**src/rtl/sbuf_pkg.sv**
```systemverilog
// Shared encodings for the store buffer block.
// Assumes: the processor encodes one request per cycle on a 2-bit opcode.
package sbuf_pkg;

    typedef enum logic [1:0] {
        OP_STORE = 2'd0,
        OP_LOAD  = 2'd1,
        OP_FENCE = 2'd2
    } cpu_op_e;

    typedef enum logic [1:0] {
        MP_IDLE  = 2'd0,
        MP_WRITE = 2'd1,
        MP_READ  = 2'd2
    } mport_e;

endpackage

```
**src/rtl/sbuf_fifo.sv**
```systemverilog
// Circular buffer of pending stores with an associative lookup port.
// Push writes the tail, pop retires the head. The lookup reports the
// youngest valid entry whose address equals lookup_addr.
// Assumes: the controller never pushes when full nor pops when empty.
module sbuf_fifo #(
    parameter int DEPTH = 4,
    parameter int AW    = 8,
    parameter int DW    = 16,
    localparam int PW   = (DEPTH > 1) ? $clog2(DEPTH) : 1,
    localparam int CW   = $clog2(DEPTH + 1)
) (
    input  logic          clk,
    input  logic          rst_n,
    input  logic          push,
    input  logic [AW-1:0] push_addr,
    input  logic [DW-1:0] push_data,
    input  logic          pop,
    input  logic [AW-1:0] lookup_addr,
    output logic          hit,
    output logic [DW-1:0] hit_data,
    output logic [AW-1:0] head_addr,
    output logic [DW-1:0] head_data,
    output logic          full,
    output logic          empty
);

    logic [AW-1:0] addr_mem [DEPTH];
    logic [DW-1:0] data_mem [DEPTH];
    logic [PW-1:0] head_q;
    logic [PW-1:0] tail_q;
    logic [CW-1:0] count_q;

    // Advance a pointer with wrap at DEPTH.
    function automatic logic [PW-1:0] ptr_inc(input logic [PW-1:0] p);
        if (p == PW'(DEPTH - 1)) return '0;
        return p + PW'(1);
    endfunction

    // Pointer and occupancy bookkeeping.
    always_ff @(posedge clk) begin
        if (!rst_n) begin
            head_q  <= '0;
            tail_q  <= '0;
            count_q <= '0;
        end else begin
            if (push) tail_q <= ptr_inc(tail_q);
            if (pop)  head_q <= ptr_inc(head_q);
            if (push && !pop)      count_q <= count_q + CW'(1);
            else if (!push && pop) count_q <= count_q - CW'(1);
        end
    end

    // Entry storage; contents need no reset since count gates them.
    always_ff @(posedge clk) begin
        if (push) begin
            addr_mem[tail_q] <= push_addr;
            data_mem[tail_q] <= push_data;
        end
    end

    // Scan oldest to youngest so the last match found is the youngest.
    always_comb begin
        logic [PW:0]   sum;
        logic [PW-1:0] idx;
        hit      = 1'b0;
        hit_data = '0;
        for (int i = 0; i < DEPTH; i++) begin
            sum = {1'b0, head_q} + (PW+1)'(i);
            if (sum >= (PW+1)'(DEPTH)) sum = sum - (PW+1)'(DEPTH);
            idx = sum[PW-1:0];
            if ((CW'(i) < count_q) && (addr_mem[idx] == lookup_addr)) begin
                hit      = 1'b1;
                hit_data = data_mem[idx];
            end
        end
    end

    assign head_addr = addr_mem[head_q];
    assign head_data = data_mem[head_q];
    assign full      = (count_q == CW'(DEPTH));
    assign empty     = (count_q == '0);

    // the controller must never write into a full buffer.
    assert_no_overflow_R3: assert property (@(posedge clk) disable iff (!rst_n)
        push |-> !full);

    // retirement only happens with an entry present.
    assert_no_underflow_R4: assert property (@(posedge clk) disable iff (!rst_n)
        pop |-> !empty);

endmodule

```
**src/rtl/sbuf_mem_seq.sv**
```systemverilog
// Memory port sequencer: owns the single outstanding memory transaction.
// From idle, a read request from the controller wins over draining the
// buffer head. A transaction holds until mem_ack. Read data is captured
// and flagged ready until the controller consumes it.
// Assumes: rd_issue is raised only while idle is high.
module sbuf_mem_seq
    import sbuf_pkg::*;
#(
    parameter int AW = 8,
    parameter int DW = 16
) (
    input  logic          clk,
    input  logic          rst_n,
    input  logic          rd_issue,
    input  logic [AW-1:0] rd_addr,
    input  logic          drain_avail,
    input  logic [AW-1:0] head_addr,
    input  logic [DW-1:0] head_data,
    input  logic          rd_consume,
    output logic          idle,
    output logic          pop,
    output logic          rd_ready,
    output logic [DW-1:0] rd_data,
    output logic          mem_req,
    output logic          mem_we,
    output logic [AW-1:0] mem_addr,
    output logic [DW-1:0] mem_wdata,
    input  logic          mem_ack,
    input  logic [DW-1:0] mem_rdata
);

    mport_e        state_q;
    mport_e        state_nx;
    logic [AW-1:0] rd_addr_q;
    logic [DW-1:0] rd_data_q;
    logic          rd_ready_q;

    // Next transaction choice: read first, then drain, else stay idle.
    always_comb begin
        state_nx = state_q;
        unique case (state_q)
            MP_IDLE: begin
                if (rd_issue)         state_nx = MP_READ;
                else if (drain_avail) state_nx = MP_WRITE;
            end
            MP_WRITE, MP_READ: begin
                if (mem_ack) state_nx = MP_IDLE;
            end
            default: state_nx = MP_IDLE;
        endcase
    end

    // Transaction state register.
    always_ff @(posedge clk) begin
        if (!rst_n) state_q <= MP_IDLE;
        else        state_q <= state_nx;
    end

    // Latch the read address when a read starts.
    always_ff @(posedge clk) begin
        if (!rst_n)                             rd_addr_q <= '0;
        else if (state_q == MP_IDLE && rd_issue) rd_addr_q <= rd_addr;
    end

    // Capture read data on acknowledge; hold it until consumed.
    always_ff @(posedge clk) begin
        if (!rst_n) begin
            rd_ready_q <= 1'b0;
            rd_data_q  <= '0;
        end else if (state_q == MP_READ && mem_ack) begin
            rd_ready_q <= 1'b1;
            rd_data_q  <= mem_rdata;
        end else if (rd_consume) begin
            rd_ready_q <= 1'b0;
        end
    end

    assign idle      = (state_q == MP_IDLE);
    assign pop       = (state_q == MP_WRITE) && mem_ack;
    assign rd_ready  = rd_ready_q;
    assign rd_data   = rd_data_q;
    assign mem_req   = (state_q != MP_IDLE);
    assign mem_we    = (state_q == MP_WRITE);
    assign mem_addr  = (state_q == MP_WRITE) ? head_addr : rd_addr_q;
    assign mem_wdata = head_data;

    // a pending transaction keeps its attributes until acknowledged.
    assert_req_hold_R4: assert property (@(posedge clk) disable iff (!rst_n)
        (mem_req && !mem_ack) |=> (mem_req && $stable(mem_we) &&
                                   $stable(mem_addr) && $stable(mem_wdata)));

    // read data is flagged ready in the cycle after its acknowledge.
    assert_read_ready_R6: assert property (@(posedge clk) disable iff (!rst_n)
        (mem_req && !mem_we && mem_ack) |=> rd_ready);

endmodule

```
**src/rtl/sbuf_order_ctl.sv**
```systemverilog
// Request controller: decides, per cycle, whether the processor request
// is taken. It applies the ordering mode, forwarding, the full check and
// the fence drain wait, and it drives buffer push and read issue.
// Assumes: the processor holds its request unchanged while cpu_stall is
// high, and mode_sc changes only while the buffer is empty.
module sbuf_order_ctl
    import sbuf_pkg::*;
#(
    parameter int AW = 8,
    parameter int DW = 16
) (
    input  logic          clk,
    input  logic          rst_n,
    input  logic          mode_sc,
    input  logic          cpu_valid,
    input  logic [1:0]    cpu_op,
    input  logic          buf_empty,
    input  logic          buf_full,
    input  logic          buf_hit,
    input  logic [DW-1:0] buf_hit_data,
    input  logic          port_idle,
    input  logic          rd_ready,
    input  logic [DW-1:0] rd_data,
    output logic          cpu_stall,
    output logic          ld_done,
    output logic [DW-1:0] ld_data,
    output logic          push,
    output logic          rd_issue,
    output logic          rd_consume
);

    logic is_store;
    logic is_load;
    logic is_fence;
    logic fwd_ok;
    logic ld_wait_q;

    assign is_store = cpu_valid && (cpu_op == OP_STORE);
    assign is_load  = cpu_valid && (cpu_op == OP_LOAD);
    assign is_fence = cpu_valid && (cpu_op == OP_FENCE);
    assign fwd_ok   = !mode_sc && buf_hit;

    // Per-request acceptance, forwarding and read issue decisions.
    always_comb begin
        cpu_stall  = 1'b0;
        ld_done    = 1'b0;
        ld_data    = '0;
        push       = 1'b0;
        rd_issue   = 1'b0;
        rd_consume = 1'b0;
        if (is_store) begin
            cpu_stall = mode_sc ? !buf_empty : buf_full;
            push      = !cpu_stall;
        end else if (is_load) begin
            if (fwd_ok) begin
                ld_done = 1'b1;
                ld_data = buf_hit_data;
            end else if (rd_ready) begin
                ld_done    = 1'b1;
                ld_data    = rd_data;
                rd_consume = 1'b1;
            end else begin
                cpu_stall = 1'b1;
                rd_issue  = !ld_wait_q && port_idle && (!mode_sc || buf_empty);
            end
        end else if (is_fence) begin
            cpu_stall = !buf_empty;
        end
    end

    // Track an issued read until its data is handed to the processor.
    always_ff @(posedge clk) begin
        if (!rst_n)          ld_wait_q <= 1'b0;
        else if (rd_issue)   ld_wait_q <= 1'b1;
        else if (rd_consume) ld_wait_q <= 1'b0;
    end

    // data can be handed over only for a read this controller issued.
    assert_consume_issued_R6: assert property (@(posedge clk) disable iff (!rst_n)
        rd_consume |-> ld_wait_q);

    // a forwarded load never starts a memory read.
    assert_fwd_no_read_R5: assert property (@(posedge clk) disable iff (!rst_n)
        (is_load && fwd_ok) |-> !rd_issue);

endmodule

```
**src/rtl/sbuf_order_top.sv**
```systemverilog
// Store buffer with selectable memory ordering and fence support.
// It connects the request controller, the store FIFO and the memory port
// sequencer.
// Assumes: memory accepts one transaction at a time and answers with
// mem_ack after any number of cycles, including zero.
module sbuf_order_top
    import sbuf_pkg::*;
#(
    parameter int DEPTH = 4,
    parameter int AW    = 8,
    parameter int DW    = 16
) (
    input  logic          clk,
    input  logic          rst_n,
    input  logic          mode_sc,
    input  logic          cpu_valid,
    input  logic [1:0]    cpu_op,
    input  logic [AW-1:0] cpu_addr,
    input  logic [DW-1:0] cpu_wdata,
    output logic          cpu_stall,
    output logic          ld_done,
    output logic [DW-1:0] ld_data,
    output logic          mem_req,
    output logic          mem_we,
    output logic [AW-1:0] mem_addr,
    output logic [DW-1:0] mem_wdata,
    input  logic          mem_ack,
    input  logic [DW-1:0] mem_rdata
);

    logic          push;
    logic          pop;
    logic          buf_hit;
    logic [DW-1:0] buf_hit_data;
    logic [AW-1:0] head_addr;
    logic [DW-1:0] head_data;
    logic          buf_full;
    logic          buf_empty;
    logic          port_idle;
    logic          rd_ready;
    logic [DW-1:0] rd_data;
    logic          rd_issue;
    logic          rd_consume;

    sbuf_order_ctl #(.AW(AW), .DW(DW)) u_ctl (
        .clk          (clk),
        .rst_n        (rst_n),
        .mode_sc      (mode_sc),
        .cpu_valid    (cpu_valid),
        .cpu_op       (cpu_op),
        .buf_empty    (buf_empty),
        .buf_full     (buf_full),
        .buf_hit      (buf_hit),
        .buf_hit_data (buf_hit_data),
        .port_idle    (port_idle),
        .rd_ready     (rd_ready),
        .rd_data      (rd_data),
        .cpu_stall    (cpu_stall),
        .ld_done      (ld_done),
        .ld_data      (ld_data),
        .push         (push),
        .rd_issue     (rd_issue),
        .rd_consume   (rd_consume)
    );

    sbuf_fifo #(.DEPTH(DEPTH), .AW(AW), .DW(DW)) u_fifo (
        .clk         (clk),
        .rst_n       (rst_n),
        .push        (push),
        .push_addr   (cpu_addr),
        .push_data   (cpu_wdata),
        .pop         (pop),
        .lookup_addr (cpu_addr),
        .hit         (buf_hit),
        .hit_data    (buf_hit_data),
        .head_addr   (head_addr),
        .head_data   (head_data),
        .full        (buf_full),
        .empty       (buf_empty)
    );

    sbuf_mem_seq #(.AW(AW), .DW(DW)) u_seq (
        .clk         (clk),
        .rst_n       (rst_n),
        .rd_issue    (rd_issue),
        .rd_addr     (cpu_addr),
        .drain_avail (!buf_empty),
        .head_addr   (head_addr),
        .head_data   (head_data),
        .rd_consume  (rd_consume),
        .idle        (port_idle),
        .pop         (pop),
        .rd_ready    (rd_ready),
        .rd_data     (rd_data),
        .mem_req     (mem_req),
        .mem_we      (mem_we),
        .mem_addr    (mem_addr),
        .mem_wdata   (mem_wdata),
        .mem_ack     (mem_ack),
        .mem_rdata   (mem_rdata)
    );

    // under sequential consistency no access is taken while memory is busy.
    assert_sc_serial_R7: assert property (@(posedge clk) disable iff (!rst_n)
        (mode_sc && cpu_valid && (cpu_op != OP_FENCE) && !cpu_stall) |-> !mem_req);

    // once a fence is taken, nothing is left to send to memory.
    assert_fence_drained_R8: assert property (@(posedge clk) disable iff (!rst_n)
        (cpu_valid && (cpu_op == OP_FENCE) && !cpu_stall) |=> !mem_req);

    // no transaction is pending right after reset.
    assert_reset_idle_R1: assert property (@(posedge clk)
        !rst_n |=> !mem_req);

endmodule

```
**config.mk**
```make
export PLATFORM = sky130hd
export DESIGN_NAME = sbuf_order_top
export DESIGN_NICKNAME = d
export VERILOG_FILES = /design/src/rtl/sbuf_pkg.sv /design/src/rtl/sbuf_fifo.sv /design/src/rtl/sbuf_mem_seq.sv /design/src/rtl/sbuf_order_ctl.sv /design/src/rtl/sbuf_order_top.sv
export SDC_FILE = /design/constraint.sdc
export NUM_CORES = 1
export LEC_CHECK = 0
export CORE_UTILIZATION = 35
export DETAILED_ROUTE_END_ITERATION = 10
export PLACE_DENSITY = 0.53
export RECOVER_POWER = 100
export SKIP_LAST_GASP = 1
export SYNTH_ARGS = -nofsm -noshare
export SYNTH_HDL_FRONTEND = slang
export SYNTH_HIERARCHICAL = 1
export SYNTH_SLANG_ARGS = --single-unit
```
**constraint.sdc**
```tcl
create_clock -name clk -period 7.1 [get_ports clk]
set_clock_uncertainty 0.15 [all_clocks]
set_input_delay 0.71 -clock clk [delete_from_list [all_inputs] [get_ports clk]]
set_output_delay 0.71 -clock clk [all_outputs]
set_load 0.05 [all_outputs]
```
==> reports/summary.log, run 1 <==
[setup_path] largest driver fanout on the critical path 63
[sta] max_slew headroom -65.72%
[synthesis] most area-hungry cell type in the Yosys netlist sky130_fd_sc_hd__edfxtp_1
[synthesis] top cells by area, synth sky130_fd_sc_hd__edfxtp_1 (35%), sky130_fd_sc_hd__mux4_2 (16%), sky130_fd_sc_hd__dfxtp_1 (9.0%), sky130_fd_sc_hd__mux2i_1 (4.1%), sky130_fd_sc_hd__nand2_1 (3.5%)
[synthesis] number of warnings issued by yosys 6
[setup_path] WP data required 6.24 ns
[route] routed vias 5703
[placed_design] RePlAce Congestion 0.7725
[power_and_ir_drop] P per Cell Area 243.3 mW/mm2
[sta] highest attainable clock frequency 0.1649 GHz
[grt] largest net degree at the start of global routing 64
[route] drt via density 5.340
[layout] fraction of final layout cells sized beyond drive strength 1 17.75%
[setup_path] kind of critical path register to output port
[synthesis] fraction of synthesis flops using an asynchronous set or reset pin 0%
[clocking] TritonCTS Buffers 17
[sta] Worst Tran Pin Value 2.486 ns
[synthesis] Post-Synthesis Cells 691
[setup_path] logic depth of the worst register-to-register path 15
[grt] global-route wire length before repair 32.04 mm
[sta] final period demand of the worst path 6.066 ns
[grt] vias in the first global route 5631
[clocking] hold buffer count at CTS 0
[synthesis] top post-synthesis cells by count sky130_fd_sc_hd__edfxtp_1 (96), sky130_fd_sc_hd__nand2_1 (77), sky130_fd_sc_hd__mux4_2 (60)
[layout] fill cell count 2173
[outcome] run status finished, violations left
[synthesis] number of different library cells in the post-synthesis netlist 49
[grt] global route overflow 0
[layout] multi-input combinational cell area 0.004170 mm2
[setup_path] critical path startpoint category register
[clocking] post-CTS resize count 0
[clocking] setup fix buffers added after clock tree synthesis 0
[synthesis] Mapped Avg Cell Area 11.97 um2
[layout] P&R area growth vs syn 16.49%
[layout] total area of sequential cells 0.003628 mm2
[clocking] latest clock arrival within the worst-skew pair 0.42 ns
[placed_design] placed wire-length estimate 13.69 mm
[synthesis] most used flip-flop cell after synthesis sky130_fd_sc_hd__edfxtp_1
[route] Detailed Routing Iterations Pass 1 5
[layout] antenna cells 0
[power_and_ir_drop] leakage power total 3.010 nW
[setup_path] reg-to-reg startpoint u_fifo/head_q[0]
[clocking] root buffer cell sky130_fd_sc_hd__clkbuf_16
[sta] final hold slack 0.3122 ns
[route] number of DRC markers in iteration 0 350
[synthesis] share of the synthesized area in the top cell type 34.86%
[route] Post-DRT Antenna Nets 0
[die] FP Rows 55
[setup_path] endpoint type of the worst setup path output port
[sta] Final setup violation count 0
[sta] setup total negative slack 0 ns
[sta] final hold vios 0
[placed_design] Buffers on Ports 90
[synthesis] sequential area share after synthesis 43.81%
[die] number of top-level pins 91
[clocking] H-tree lvl count 4
[synthesis] EDFF count, synth 96
[setup_path] signal arrival time at the worst endpoint 5.21 ns
[synthesis] post-synthesis instance area 0.008270 mm2
[route] final routed DRC violation total 0
[sta] portion of the clock cycle consumed by the worst path in the final layout 85.43%
[grt] GR Util All Layers 17.86%
[hold_path] Min-Delay Path Class register to register
[die] Die Area 0.02425 mm2
[route] final routed wire length divided by cell count 19.68 um
[die] starting density of the core 36.09%
[route] detailed-route wire length 21.01 mm
[synthesis] most used standard cell by instance count after synthesis sky130_fd_sc_hd__edfxtp_1
[die] Floorplan Core Area 0.02292 mm2
[outcome] failing checks max-capacitance violations, max-slew violations
[clocking] clock tree from TritonCTS yes
[power_and_ir_drop] IR drop worst, VDD 104.1 uV
[clocking] Bufs on Longest Clock Path 2
[die] Horiz. Die Dim 155.7 um
[sta] unrepaired setup endpoints after global routing false
[die] Vert. Die Dim 155.7 um
[setup_path] end point of the critical path ld_data[14]
[setup_path] worst setup path startpoint u_fifo/head_q[0]
[sta] number of max-slew violations in the final report 191
[grt] antenna violations before repair 0
[layout] Nets 803
[flow_run] number of violations of the max-capacitance limit 6
[clocking] clock transition at the registers of the reported paths 0.06 ns
[clocking] Sinks on Clock Net 133
[synthesis] post-synthesis register bit count 133
[synthesis] synthesized net count 752
[setup_path] r2r endpoint u_seq/state_q[1]
[setup_path] flop-to-flop setup slack 1.79 ns
==> registers in the layout, indices dropped and copies added (netlist names), named ones only <==
signal / flops
u_ctl/ld_wait_q: 1
u_fifo/addr_mem: 32
u_fifo/count_q: 3
u_fifo/data_mem: 64
u_fifo/head_q: 2
u_fifo/tail_q: 2
u_seq/rd_addr_q: 8
u_seq/rd_data: 16
u_seq/rd_ready: 1
u_seq/state_q: 2
==> worst max-delay path, cell delays in order (launching register included) <==
cell and delay [ns]:
sky130_fd_sc_hd__dfxtp_4 0.63, sky130_fd_sc_hd__ha_2 0.59, sky130_fd_sc_hd__clkbuf_1 1.81, sky130_fd_sc_hd__mux4_2 0.51, sky130_fd_sc_hd__inv_1 0.04, sky130_fd_sc_hd__or2_0 0.20
sky130_fd_sc_hd__a21oi_1 0.13, sky130_fd_sc_hd__o31a_1 0.22, sky130_fd_sc_hd__a22o_1 0.15, sky130_fd_sc_hd__clkbuf_1 0.47
==> where the power goes <==
part           internal, mW  switching (mW)  total [mW]
Combinational         0.279           0.367       0.646
Sequential            0.862          0.0395       0.902
Clock                 0.464           0.331       0.796
Total                  1.61           0.738        2.34
==> layout make-up <==
cell class,instances,share of cell area [%]
repair buffers,100,9.013
multi-input cells,480,43.29
inverters,10,0.3896
clock inverters,11,0.8052
well taps,313,4.065
clock buffers,21,4.779
flip-flops and latches,133,37.66
==> metrics by stage <==
stage | worst slack (ns) | instance area (um2) | utilization, % | std cells | total power [mW]
global route | 0.5567 | 9634 | 42.04 | 1068 | 2.456
floorplan | 2.569 | 8270 | - | 691 | 1.424
detailed placement | 1.803 | 9226 | 40.26 | 1036 | 1.583
finish | 1.034 | 9634 | 42.04 | 1068 | 2.344
global placement | 1.897 | 9226 | 40.26 | 1036 | 1.571
CTS | 1.343 | 9764 | 42.61 | 1068 | 2.382
==> placed cells by master, fill, tap and decap left out, drive strengths merged, types with 6 or more instances in the layout <==
cell type / netlist / final
ha: 14 / 14
xnor2: 24 / 24
clkdlybuf4s50: 0 / 22
mux4: 60 / 60
a31oi: 15 / 15
nor2b: 7 / 7
nand4: 6 / 6
dfxtp: 37 / 37
a21oi: 36 / 36
mux2: 23 / 23
inv: 10 / 13
dlygate4sd3: 0 / 52
a22o: 16 / 16
mux2i: 34 / 34
nand2: 81 / 81
o21ai: 33 / 33
clkbuf: 20 / 39
xor2: 15 / 15
nor2: 32 / 32
nand2b: 6 / 6
and2: 11 / 11
a21boi: 26 / 26
edfxtp: 96 / 96
buf: 48 / 8
nand3: 11 / 11
==> worst min path at each step <==
stage,slack (ns),depth (start not counted),endpoint,startpoint
floorplan,0.29,2,u_seq/rd_addr_q[0],u_seq/rd_addr_q[0]
global placement,0.30,2,u_seq/rd_addr_q[4],u_seq/rd_addr_q[4]
detailed placement,0.31,2,u_seq/rd_addr_q[4],u_seq/rd_addr_q[4]
CTS,0.32,2,u_seq/rd_addr_q[4],u_seq/rd_addr_q[4]
global route,0.34,2,u_seq/rd_data[14],u_seq/rd_data[14]
finish,0.31,2,u_seq/rd_addr_q[4],u_seq/rd_addr_q[4]
==> layer usage <==
| layer | GRT usage [%] | routed length (um) | part of all wire, % |
|---|---|---|---|
| met4 | 7.236 | 498 | 2.4 |
| met3 | 3.111 | 996 | 4.7 |
| met5 | 0 | 0 | 0 |
| met1 | 22.49 | 9205 | 44 |
| met2 | 30.37 | 10310 | 49 |
==> cells by family (layout without fill, tap and decap cells) <==
group	count (synthesis)	in the layout	synth area share [%]
xor gates and xnor gates	39	39	4.130
AOI/OAI and AO/OA	135	135	10.70
muxes	117	117	23.59
DFF	133	133	43.81
adders and majority gates	14	14	2.118
and+or+nand+nor	175	175	10.17
buffers and inverters	78	142	5.492
(Power assumes the default switching activity.)
==> run 2, diff against run 1 <==
- CORE_UTILIZATION: 35 -> 55
- PLACE_DENSITY: 0.53 -> 0.77
==> run 2 against run 1 <==
Net effect:
- via count increased by 2.9%
- global-route usage up 8.1 points
- the run still ends with max-capacitance violations, max-slew violations left
- routed wire length decreased by 7.1%
- critical path type unchanged
- first-iteration DRC count up 77%
==> reports/summary.log, run 2 (same netlist as run 1, synthesis figures left out) <==
[outcome] run status finished, violations left
[outcome] failing checks max-capacitance violations, max-slew violations
[sta] number of max-slew violations in the final report 128
[layout] Nets 805
[clocking] Bufs on Longest Clock Path 2
[placed_design] placed wire-length estimate 12.89 mm
[sta] final hold vios 0
[clocking] clock transition at the registers of the reported paths 0.06 ns
[sta] Worst Tran Pin Value 1.842 ns
[grt] GR Util All Layers 25.94%
[power_and_ir_drop] IR drop worst, VDD 185.1 uV
[sta] final hold slack 0.3179 ns
[grt] global-route wire length before repair 30.92 mm
[setup_path] kind of critical path register to output port
[layout] total area of sequential cells 0.003627 mm2
[grt] largest net degree at the start of global routing 56
[die] starting density of the core 56.69%
[sta] unrepaired setup endpoints after global routing false
[die] Floorplan Core Area 0.01459 mm2
[clocking] post-CTS resize count 0
[route] final routed DRC violation total 0
[clocking] latest clock arrival within the worst-skew pair 0.43 ns
[die] number of top-level pins 91
[hold_path] Min-Delay Path Class register to register
[die] FP Rows 44
[die] Horiz. Die Dim 124.6 um
[sta] highest attainable clock frequency 0.1517 GHz
[layout] max FFs per register 64
[power_and_ir_drop] P per Cell Area 248.2 mW/mm2
[layout] fill cell count 1093
[setup_path] WP data required 6.24 ns
[setup_path] signal arrival time at the worst endpoint 5.73 ns
[route] final routed wire length divided by cell count 20.76 um
[layout] Largest Register u_fifo/data_mem
[route] drt via density 6.244
[layout] commonest non-fill, non-tap cell in the layout sky130_fd_sc_hd__edfxtp_1
[setup_path] largest driver fanout on the critical path 27
[clocking] root buffer cell sky130_fd_sc_hd__clkbuf_16
[clocking] setup fix buffers added after clock tree synthesis 0
[sta] max_slew headroom -22.78%
[grt] global route overflow 0
[clocking] clock tree from TritonCTS yes
[sta] Final setup violation count 0
[placed_design] Buffers on Ports 90
[layout] P&R area growth vs syn 16.05%
[clocking] hold buffer count at CTS 0
[placed_design] RePlAce Congestion 0.8601
[layout] commonest non-fill, non-tap cells in the layout sky130_fd_sc_hd__edfxtp_1 (96), sky130_fd_sc_hd__nand2_1 (78), sky130_fd_sc_hd__dlygate4sd3_1 (66)
[power_and_ir_drop] leakage power total 3.119 nW
[clocking] TritonCTS Buffers 17
[sta] final period demand of the worst path 6.592 ns
[setup_path] critical path startpoint category register
[setup_path] sequence of cells on the critical path mux4_2 > xor2_1 > nor3_1 > and2_0 > a31oi_1 > a21oi_1 > a22o_1 > dlygate4sd3_1
[route] Post-DRT Antenna Nets 0
[layout] Core Util, Final 65.79%
[flow_run] number of violations of the max-capacitance limit 5
[grt] antenna violations before repair 0
[route] detailed-route wire length 19.52 mm
[die] Die Area 0.01553 mm2
[setup_path] endpoint type of the worst setup path output port
[grt] vias in the first global route 5738
[route] number of DRC markers in iteration 0 619
[clocking] H-tree lvl count 4
[route] routed vias 5869
[layout] antenna cells 0
[layout] fraction of final layout cells sized beyond drive strength 1 17.06%
[setup_path] cell with the biggest individual delay on the critical path sky130_fd_sc_hd__dfxtp_1
[clocking] Sinks on Clock Net 133
[sta] portion of the clock cycle consumed by the worst path in the final layout 92.84%
[route] Detailed Routing Iterations Pass 1 5
[die] Vert. Die Dim 124.6 um
[layout] multi-input combinational cell area 0.004159 mm2
[sta] setup total negative slack 0 ns
[setup_path] delay of the slowest critical-path stage 1.56 ns
[run 2: cell types whose count changed in the layout (fill, tap and decap cells not counted), sizes merged]
cell / change
clkinv: +3
clkdlybuf4s50: +2
bufinv: +2
inv: -3
clkbuf: -15
dlygate4sd3: +14
clkinvlp: -2
[run 2: routing by layer]
layer | GRT usage, % | routed length (um) | part of all wire [%] | vias to the layer above
met1 | 35.07 | 8086 | 41 | 2837
met3 | 6.143 | 1817 | 9.3 | 31
li1 | - | - | - | 2687
met4 | 10.21 | 374 | 1.9 | 0
met5 | 0 | 0 | 0 | -
met2 | 40.49 | 9236 | 47 | 314
[run 2: through the flow]
step | setup slack [ns] | total power [mW] | area (um2) | std cells
after floorplan | 2.569 | 1.424 | 8270 | 691
after global placement | 1.375 | 1.547 | 9089 | 909
after detailed placement | 1.306 | 1.563 | 9089 | 909
after CTS | 0.8169 | 2.408 | 9657 | 940
after global routing | 0.2520 | 2.472 | 9598 | 940
final | 0.5083 | 2.382 | 9598 | 940
[run 2: power breakdown]
group          internal, mW  leakage (nW)  switching [mW]  total (mW)
clock network         0.515         0.266           0.327       0.843
logic                 0.277          1.69           0.354       0.631
registers             0.862          1.17          0.0461       0.908
total                  1.65          3.12           0.728        2.38
[run 2: layout make-up]
| class | count | share of cell area [%] |
|---|---|---|
| multi-input combinational | 480 | 43.33 |
| sequential | 133 | 37.79 |
| timing repair buffer | 102 | 10.17 |
| clock buffer | 20 | 4.550 |
| tap | 184 | 2.399 |
| clock inverter | 11 | 1.369 |
| inverter | 10 | 0.3911 |
[run 2: path summary, 6_finish.rpt]
kind	from	end	slack [ns]	depth (start not counted)
worst max-delay path	register	ld_data[2]	0.51	8
worst min-delay path	u_seq/rd_data[1]	u_seq/rd_data[1]	0.32	2
worst max register to register	u_fifo/head_q[0]	u_seq/state_q[1]	1.64	12
worst min register to register	u_seq/rd_data[1]	u_seq/rd_data[1]	0.32	2
[run 2: worst max-delay path, delay by kind of cell, from the launching register on]
family | cells | cell delay (ns)
flip-flops | 1 | 1.56
AND/OR/NAND/NOR | 2 | 1.23
buffers and inverters | 1 | 0.87
AO/OA/AOI/OAI | 3 | 0.75
multiplexers | 1 | 0.72
XOR/XNOR | 1 | 0.17
==> run 3, diff against run 2 <==
- CAP_MARGIN: default -> 20
- GPL_ROUTABILITY_DRIVEN: default -> 0
==> run 3 against run 2 <==
Net effect:
- the flow still finishes with violations (max-capacitance violations, max-slew violations)
- combinational power hardly changed
- sequential power about the same
- cell count rose by 0.21%
==> reports/summary.log, run 3 (same netlist as run 1, synthesis figures left out) <==
[die] Horiz. Die Dim 124.6 um
[setup_path] WP data required 6.24 ns
[power_and_ir_drop] P per Cell Area 246.6 mW/mm2
[clocking] root buffer cell sky130_fd_sc_hd__clkbuf_16
[layout] antenna cells 0
[layout] max FFs per register 64
[setup_path] cell with the biggest individual delay on the critical path sky130_fd_sc_hd__clkbuf_1
[grt] global-route wire length before repair 31.46 mm
[clocking] hold buffer count at CTS 0
[setup_path] signal arrival time at the worst endpoint 5.72 ns
[clocking] clock transition at the registers of the reported paths 0.06 ns
[route] routed vias 5899
[power_and_ir_drop] leakage power total 3.129 nW
[layout] P&R area growth vs syn 16.37%
[layout] fraction of final layout cells sized beyond drive strength 1 17.55%
[sta] final hold vios 0
[clocking] H-tree lvl count 4
[route] number of DRC markers in iteration 0 520
[grt] vias in the first global route 5827
[setup_path] endpoint type of the worst setup path output port
[route] final routed wire length divided by cell count 20.81 um
[outcome] failing checks max-capacitance violations, max-slew violations
[layout] commonest non-fill, non-tap cells in the layout sky130_fd_sc_hd__edfxtp_1 (96), sky130_fd_sc_hd__nand2_1 (78), sky130_fd_sc_hd__dlygate4sd3_1 (67)
[die] number of top-level pins 91
[setup_path] delay of the slowest critical-path stage 1.21 ns
[setup_path] sequence of cells on the critical path clkbuf_1 > mux2i_1 > xnor2_1 > or3_1 > a21oi_1 > and2_0 > a31oi_1 > a21oi_1 > a22o_1 > dlygate4sd3_1
[setup_path] buffers plus inverters on the worst setup path 2
[layout] commonest non-fill, non-tap cell in the layout sky130_fd_sc_hd__edfxtp_1
[layout] Nets 807
[clocking] post-CTS resize count 0
[layout] filler-free cell count of the finished design 942
[route] final routed DRC violation total 0
[sta] final period demand of the worst path 6.581 ns
[clocking] TritonCTS Buffers 17
[clocking] setup fix buffers added after clock tree synthesis 0
[setup_path] cell type group with the largest total delay on the critical path buffers and inverters
[layout] fill cell count 1080
[power_and_ir_drop] IR drop worst, VDD 171.8 uV
[sta] max_slew headroom -21.84%
[flow_run] number of violations of the max-capacitance limit 5
[grt] global route overflow 0
[placed_design] Buffers on Ports 90
[die] Die Area 0.01553 mm2
[route] Detailed Routing Iterations Pass 1 5
[setup_path] kind of critical path register to output port
[setup_path] largest driver fanout on the critical path 21
[die] FP Rows 44
[placed_design] placed wire-length estimate 12.98 mm
[layout] Largest Register u_fifo/data_mem
[sta] setup total negative slack 0 ns
[route] Post-DRT Antenna Nets 0
[placed_design] cell total after placement 910
[route] drt via density 6.262
[setup_path] critical path startpoint category register
[route] detailed-route wire length 19.61 mm
[clocking] clock tree from TritonCTS yes
[clocking] latest clock arrival within the worst-skew pair 0.42 ns
[die] starting density of the core 56.69%
[clocking] Bufs on Longest Clock Path 2
[sta] portion of the clock cycle consumed by the worst path in the final layout 92.69%
[grt] largest net degree at the start of global routing 56
[die] Vert. Die Dim 124.6 um
[sta] Worst Tran Pin Value 1.828 ns
[sta] number of max-slew violations in the final report 122
[hold_path] Min-Delay Path Class register to register
[sta] Final setup violation count 0
[sta] highest attainable clock frequency 0.1520 GHz
[clocking] Sinks on Clock Net 133
[grt] antenna violations before repair 0
[setup_path] library cell appearing most often on the critical path sky130_fd_sc_hd__a21oi_1
[outcome] run status finished, violations left
[grt] GR Util All Layers 26.22%
[sta] unrepaired setup endpoints after global routing false
[die] Floorplan Core Area 0.01459 mm2
## run 3: report_power, final
group | total (mW) | switching, mW | internal, mW | leakage, nW
combinational | 0.633 | 0.355 | 0.278 | 1.70
clock | 0.833 | 0.322 | 0.510 | 0.267
sequential | 0.908 | 0.0463 | 0.862 | 1.17
## run 3: per-stage QoR
| stage | setup WS, ns | area, um2 | power (mW) | hold WS [ns] | util, % |
|---|---|---|---|---|---|
| after floorplan | 2.569 | 8270 | 1.424 | 0.2909 | - |
| after global placement | 1.375 | 9089 | 1.547 | 0.3041 | 62.30 |
| after detailed placement | 1.315 | 9104 | 1.564 | 0.3075 | 62.40 |
| after CTS | 0.8348 | 9668 | 2.398 | 0.3153 | 66.27 |
| after global routing | 0.4101 | 9624 | 2.466 | 0.3318 | 65.97 |
| final | 0.5193 | 9624 | 2.374 | 0.3117 | 65.97 |
## run 3: metal layers
layer | track usage, % | share of wire [%]
met1 | 36.10 | 42
met4 | 8.292 | 1.3
met2 | 42.18 | 48
met5 | 0 | 0
met3 | 4.811 | 8.2
## run 3: final cells by class
class                      count  area [um2]  share of cell area (%)
multi-input combinational    480        4173                   43.36
sequential                   133        3628                   37.70
timing repair buffer         104       991.0                   10.30
clock buffer                  17       425.4                   4.420
tap                          184       230.2                   2.392
clock inverter                14       138.9                   1.443
inverter                      10       37.54                  0.3900
## run 3: final timing paths
path | startpoint | end | slack, ns | depth (start not counted)
setup reg to reg | u_fifo/head_q[0] | u_seq/state_q[1] | 2.02 | 13
hold reg to reg | u_seq/rd_addr_q[2] | u_seq/rd_addr_q[2] | 0.31 | 2
setup / recovery | register | ld_data[2] | 0.52 | 10
hold / removal | u_seq/rd_addr_q[2] | u_seq/rd_addr_q[2] | 0.31 | 2
## run 3: worst reg2reg max path, stage by stage, from the launching register on
cell                       delay [ns]
sky130_fd_sc_hd__dfxtp_4         0.59
sky130_fd_sc_hd__ha_2            0.89
sky130_fd_sc_hd__mux4_2          0.62
sky130_fd_sc_hd__xnor2_1         0.15
sky130_fd_sc_hd__nand3_1         0.12
sky130_fd_sc_hd__or3_1           0.51
sky130_fd_sc_hd__nand3_1         0.13
sky130_fd_sc_hd__nor2b_1         0.22
sky130_fd_sc_hd__or3_1           0.37
sky130_fd_sc_hd__nor3_1          0.32
sky130_fd_sc_hd__clkbuf_1        0.34
sky130_fd_sc_hd__nand2_1         0.29
sky130_fd_sc_hd__nor2b_1         0.20
sky130_fd_sc_hd__o21a_1          0.12
